==> src/rtl/phy_mgmt_pkg.sv <==
package phy_mgmt_pkg;
  localparam int DW        = 16;
  localparam int CTL_RST   = 15;
  localparam int CTL_PD    = 11;
  localparam int CTL_ISO   = 10;
  localparam int CTL_ANR   = 9;
  localparam int CTL_DUP   = 8;
  localparam int CTL_COL   = 7;
  localparam int STS_ANC   = 5;
  localparam int STS_RF    = 4;
  localparam int STS_PRE   = 6;
  localparam int STS_ANA   = 3;

  typedef struct packed {
    logic pd;
    logic iso;
    logic anr;
    logic dup;
    logic col;
  } ctrl_t;
endpackage

==> src/rtl/phy_latch_high.sv <==
module phy_latch_high #(
  parameter int WIDTH = 1
) (
  input  logic             clk,
  input  logic             rst,
  input  logic             clear,
  input  logic [WIDTH-1:0] src,
  output logic [WIDTH-1:0] held
);
  for (genvar i = 0; i < WIDTH; i++) begin : g_bit
    always_ff @(posedge clk) begin
      if (rst) held[i] <= 1'b0;
      else     held[i] <= src[i] | (held[i] & ~clear);
    end
  end
endmodule

==> src/rtl/phy_ctrl_reg.sv <==
module phy_ctrl_reg
  import phy_mgmt_pkg::*;
(
  input  logic          clk,
  input  logic          rst,
  input  logic          wr_hit,
  input  logic          wd_rst,
  input  ctrl_t         wd,
  input  logic          strap_isolate,
  input  logic          strap_duplex,
  output ctrl_t         ctrl,
  output logic          soft_pulse,
  output logic [DW-1:0] word
);
  ctrl_t defaults;

  always_comb begin
    defaults     = '0;
    defaults.iso = strap_isolate;
    defaults.dup = ~strap_duplex;
  end

  always_ff @(posedge clk) begin
    if (rst) begin
      ctrl       <= defaults;
      soft_pulse <= 1'b0;
    end else begin
      soft_pulse <= 1'b0;
      ctrl.anr   <= 1'b0;
      if (wr_hit) begin
        if (wd_rst && ctrl.pd) begin
          ctrl.pd <= 1'b0;
        end else if (wd_rst) begin
          ctrl       <= defaults;
          soft_pulse <= 1'b1;
        end else begin
          ctrl <= wd;
        end
      end
    end
  end

  always_comb begin
    word          = '0;
    word[CTL_RST] = soft_pulse;
    word[CTL_PD]  = ctrl.pd;
    word[CTL_ISO] = ctrl.iso;
    word[CTL_ANR] = ctrl.anr;
    word[CTL_DUP] = ctrl.dup;
    word[CTL_COL] = ctrl.col;
  end
endmodule

==> src/rtl/phy_stat_reg.sv <==
module phy_stat_reg
  import phy_mgmt_pkg::*;
#(
  parameter logic [4:0] ABILITY = 5'b01111
) (
  input  logic          clk,
  input  logic          rst,
  input  logic          rd_hit,
  input  logic          an_complete_in,
  input  logic          remote_fault_in,
  output logic [DW-1:0] word
);
  logic an_q;
  logic rf_q;

  always_ff @(posedge clk) begin
    if (rst) an_q <= 1'b0;
    else     an_q <= an_complete_in;
  end

  phy_latch_high #(.WIDTH(1)) u_rf (
    .clk   (clk),
    .rst   (rst),
    .clear (rd_hit),
    .src   (remote_fault_in),
    .held  (rf_q)
  );

  always_comb begin
    word          = '0;
    word[15:11]   = ABILITY;
    word[STS_PRE] = 1'b1;
    word[STS_ANA] = 1'b1;
    word[STS_ANC] = an_q;
    word[STS_RF]  = rf_q;
  end
endmodule

==> src/rtl/phy_mgmt_regs.sv <==
module phy_mgmt_regs
  import phy_mgmt_pkg::*;
#(
  parameter int         ADDR_W  = 5,
  parameter logic [4:0] ABILITY = 5'b01111
) (
  input  logic              clk,
  input  logic              rst,
  input  logic [ADDR_W-1:0] reg_addr,
  input  logic [DW-1:0]     wr_data,
  input  logic              wr_en,
  input  logic              rd_en,
  output logic [DW-1:0]     rd_data,
  input  logic              strap_isolate,
  input  logic              strap_duplex,
  input  logic              an_complete_in,
  input  logic              remote_fault_in,
  output logic              pwr_down_o,
  output logic              isolate_o,
  output logic              an_restart_o,
  output logic              full_duplex_o,
  output logic              col_test_o,
  output logic              soft_reset_o
);
  localparam logic [ADDR_W-1:0] A_CTRL = ADDR_W'(0);
  localparam logic [ADDR_W-1:0] A_STAT = ADDR_W'(1);

  logic          ctrl_wr, stat_rd;
  ctrl_t         wd, ctrl;
  logic [DW-1:0] ctrl_word, stat_word;
  logic          unused_wr_bits;

  assign ctrl_wr = wr_en && (reg_addr == A_CTRL);
  assign stat_rd = rd_en && (reg_addr == A_STAT);

  assign wd.pd  = wr_data[CTL_PD];
  assign wd.iso = wr_data[CTL_ISO];
  assign wd.anr = wr_data[CTL_ANR];
  assign wd.dup = wr_data[CTL_DUP];
  assign wd.col = wr_data[CTL_COL];
  assign unused_wr_bits = ^{wr_data[14:12], wr_data[6:0]};

  phy_ctrl_reg u_ctrl (
    .clk           (clk),
    .rst           (rst),
    .wr_hit        (ctrl_wr),
    .wd_rst        (wr_data[CTL_RST]),
    .wd            (wd),
    .strap_isolate (strap_isolate),
    .strap_duplex  (strap_duplex),
    .ctrl          (ctrl),
    .soft_pulse    (soft_reset_o),
    .word          (ctrl_word)
  );

  phy_stat_reg #(.ABILITY(ABILITY)) u_stat (
    .clk             (clk),
    .rst             (rst),
    .rd_hit          (stat_rd),
    .an_complete_in  (an_complete_in),
    .remote_fault_in (remote_fault_in),
    .word            (stat_word)
  );

  always_ff @(posedge clk) begin
    if (rst) rd_data <= '0;
    else if (rd_en) begin
      case (reg_addr)
        A_CTRL:  rd_data <= ctrl_word;
        A_STAT:  rd_data <= stat_word;
        default: rd_data <= '0;
      endcase
    end
  end

  assign pwr_down_o    = ctrl.pd;
  assign isolate_o     = ctrl.iso;
  assign an_restart_o  = ctrl.anr;
  assign full_duplex_o = ctrl.dup;
  assign col_test_o    = ctrl.col;
endmodule

==> config.mk <==
export PLATFORM = sky130hd
export DESIGN_NAME = phy_mgmt_regs
export DESIGN_NICKNAME = d
export VERILOG_FILES = /design/src/rtl/phy_mgmt_pkg.sv /design/src/rtl/phy_latch_high.sv /design/src/rtl/phy_ctrl_reg.sv /design/src/rtl/phy_stat_reg.sv /design/src/rtl/phy_mgmt_regs.sv
export SDC_FILE = /design/constraint.sdc
export NUM_CORES = 1
export LEC_CHECK = 0
export BUFFER_PORTS_ARGS = -buffer_cell sky130_fd_sc_hd__buf_2
export CAP_MARGIN = 20
export CORE_MARGIN = 2
export CORE_UTILIZATION = 41
export CTS_CLUSTER_DIAMETER = 80
export CTS_CLUSTER_SIZE = 16
export DETAILED_ROUTE_END_ITERATION = 8
export PLACE_DENSITY = 0.78
export SYNTH_ARGS = -nofsm -noshare
export SYNTH_HDL_FRONTEND = slang
export SYNTH_SLANG_ARGS = --single-unit
==> constraint.sdc <==
create_clock -name clk -period 1.9 [get_ports clk]
set_input_delay 0.38 -clock clk [delete_from_list [all_inputs] [get_ports clk]]
set_output_delay 0.38 -clock clk [all_outputs]
set_load 0.02 [all_outputs]
==> key figures <==
Floorplan
  • Std-Cell Core Area: 1900 sq um
  • Row Count: 16
  • Starting Density: 0.422
  • IO Pins: 51
  • Die X: 48.3 microns
  • Die Area: 2330 sq um
  • Die Y-Extent: 48.3 microns

Critical path
  • Crit Path Class: primary input to register
  • Crit path DAT: 1450 ps
  • CP required: 2030 ps
  • Crit path capture type: register
  • CP Launch Type: primary input
  • Crit Path Max Fanout: 3

Timing
  • Slew Limit Fails: 0
  • Setup TNS: 0 ps
  • Tcrit/Tclk final: 0.694
  • Layout Skew: 4.06 ps
  • Hold Vio Cnt, Final: 0
  • # setup viols final: 0
  • Min Hold Slack: 293 ps
  • Setup repair after global routing missed its margin: false
  • Fmax: 0.758 GHz
  • Period minus WS final: 1320 ps

GRT
  • First-pass GRT wire length: 2330 microns
  • Gr ovfl total: 0
  • Initial antenna violation count: 0
  • Gr usage total: 0.146
  • Pin count of the biggest net entering global routing: 20
  • Vias in the first global route: 571

Drt
  • Vias per cell: 4.73
  • Routed wire length: 1490 microns
  • DR iter-0 viols: 6
  • Drt pass-1 iters: 4
  • Vias: 676
  • DRC: 0
  • Number of routed nets with antenna violations: 0
  • Post-DR wirelength/cell: 10.4 microns

Cells and area
  • Share of layout cells above drive strength 1: 0.414
  • Layout Nets: 146
  • Layout fillers: 185
  • Diodes inserted: 0
  • Synth-to-Final Area Change: 23.5%

Clock network
  • CTS tree: built
  • Clock sink total: 17
  • Post-CTS Setup Bufs: 0
  • Clock tree buffer depth: 2
  • Clk slew on worst S/H paths: 90 ps
  • # resized after CTS: 0
  • Clk_lat worst skew: 280 ps
  • Root buf cell: clkbuf_4
  • CTS hold repair buffers: 0
  • CTS Buf Count: 3
  • # H-tree levels: 1

Pwr
  • Switching Fraction: 0.234
  • Leakage power figure: 0.434 nW
  • Clock power frac: 0.290
  • P per Cell Area: 637 nW/um^2
  • Flop pwr share: 0.592
  • Peak supply drop: 405 uV
  • Pint: 0.484 mW
  • Net Switching: 0.148 mW
  • Comb power frac: 0.119
  • Pwr Total: 0.632 mW

Run
  • Max cap viols: 0

Logic synthesis
  • Post-synth top area cell: dfxtp_1
  • Top post-synthesis cells by area: dfxtp_1, buf_4, edfxtp_1
  • Distinct cell type count after synthesis: 28
  • Ys Warns: 0
  • Post-synth top area share: 0.374
  • Sequential share of the synthesized area: 0.449
  • Post-synthesis register bit count: 17
  • Synthesized area per cell: 9.56 sq um
  • Mapped Cells: 84
  • Synthesized area: 803 sq um

Placement
  • Port bufs: 37
  • Final Wtd Congestion: 0.707
  • DP Wirelength: 1170 microns

Status
  • Status: finished clean

Min path
  • Hold Crit Class: primary input to register
==> sequential cells by signal (all words and copies together), names as in the netlist <==
name               cells
u_ctrl.ctrl            5
u_ctrl.soft_pulse      1
u_stat.an_q            1
rd_data                9
u_stat.u_rf.held       1
==> critical path, stage by stage <==
cell and delay [ps]:
buf_2 110, or4_4 550, nor4b_4 260, o2bb2ai_1 150
==> Yosys cell counts, drive strengths merged <==
master   number
a21bo         1
a21oi        11
a31oi         1
and2          1
and3          1
buf           9
clkbuf        4
conb          1
dfxtp        15
edfxtp        2
inv           3
nand2         3
nand2b        9
nand3         1
nand4         2
nand4b        6
nor2b         3
nor3b         1
nor4          1
nor4b         1
o211ai        1
o21ai         1
o2bb2ai       2
o32ai         1
or2           1
or3b          1
or4           1
==> placed cells by master (no fill, tap or decap), drive strengths merged, types with 2 or more instances in the layout <==
| master | synthesis | routed |
|---|---|---|
| buf | 9 | 39 |
| dfxtp | 15 | 15 |
| a21oi | 11 | 11 |
| nand2b | 9 | 9 |
| nand4b | 6 | 6 |
| clkbuf | 4 | 4 |
| nor2b | 3 | 3 |
| nand2 | 3 | 3 |
| inv | 3 | 3 |
| conb | 1 | 3 |
| o2bb2ai | 2 | 2 |
| nand4 | 2 | 2 |
| edfxtp | 2 | 2 |
==> power groups by stage <==
stage / registers [mW] / logic [mW] / clock network (mW)
after CTS: 0.374 / 0.0753 / 0.189
after detailed placement: 0.382 / 0.0753 / 0
final: 0.374 / 0.0749 / 0.183
after global placement: 0.382 / 0.0732 / 0
after floorplan: 0.388 / 0.0449 / 0
after global routing: 0.375 / 0.0838 / 0.202
==> cell type report <==
| class | count | area [sq um] | share of cell area |
|---|---|---|---|
| Clock buffer | 4 | 26.3 | 0.0265 |
| Inverter | 3 | 11.3 | 0.0113 |
| Multi-Input combinational cell | 53 | 360 | 0.363 |
| Sequential cell | 17 | 360 | 0.363 |
| Tap cell | 27 | 33.8 | 0.0340 |
| Timing Repair Buffer | 39 | 200 | 0.202 |
==> final timing paths <==
kind                                             startpoint                         to  slack (ps)  cells after the start
worst min register to register     rd_data[11]$_SDFFE_PP0P_   rd_data[11]$_SDFFE_PP0P_         480                      2
worst max register to register  u_ctrl.ctrl[4]$_SDFFE_PP0P_   u_ctrl.ctrl[1]$_DFFE_PP_         700                      3
worst max-delay path                            reg_addr[1]   u_ctrl.ctrl[3]$_DFFE_PP_         580                      4
worst min-delay path                             wr_data[9]  u_ctrl.ctrl[2]$_SDFF_PP0_         290                      2
==> metrics by stage <==
step / instances / instance area (sq um) / utilization / setup WS (ps)
2_1_floorplan: 86 / 811 / - / 472
3_3_place_gp: 139 / 966 / 0.508 / 298
3_5_place_dp: 139 / 966 / 0.508 / 281
4_1_cts: 143 / 992 / 0.522 / 576
5_1_grt: 143 / 992 / 0.522 / 542
6_report: 143 / 992 / 0.522 / 581
==> metal layers <==
layer	vias up	share of wire	track usage
met3	4	0.075	0.0556
met2	28	0.48	0.226
met1	293	0.42	0.172
met5	-	0	0
met4	0	0.027	0.0865
li1	351	-	-
==> logic make-up after synthesis <==
kind of cell,Yosys count,synth area share
AO/OA/AOI/OAI,18,0.137
buffers and inverters,16,0.112
flip-flops,17,0.449
other,1,0.00467
AND/OR/NAND/NOR,32,0.298
No activity file was read; power rests on OpenSTA's default activity.
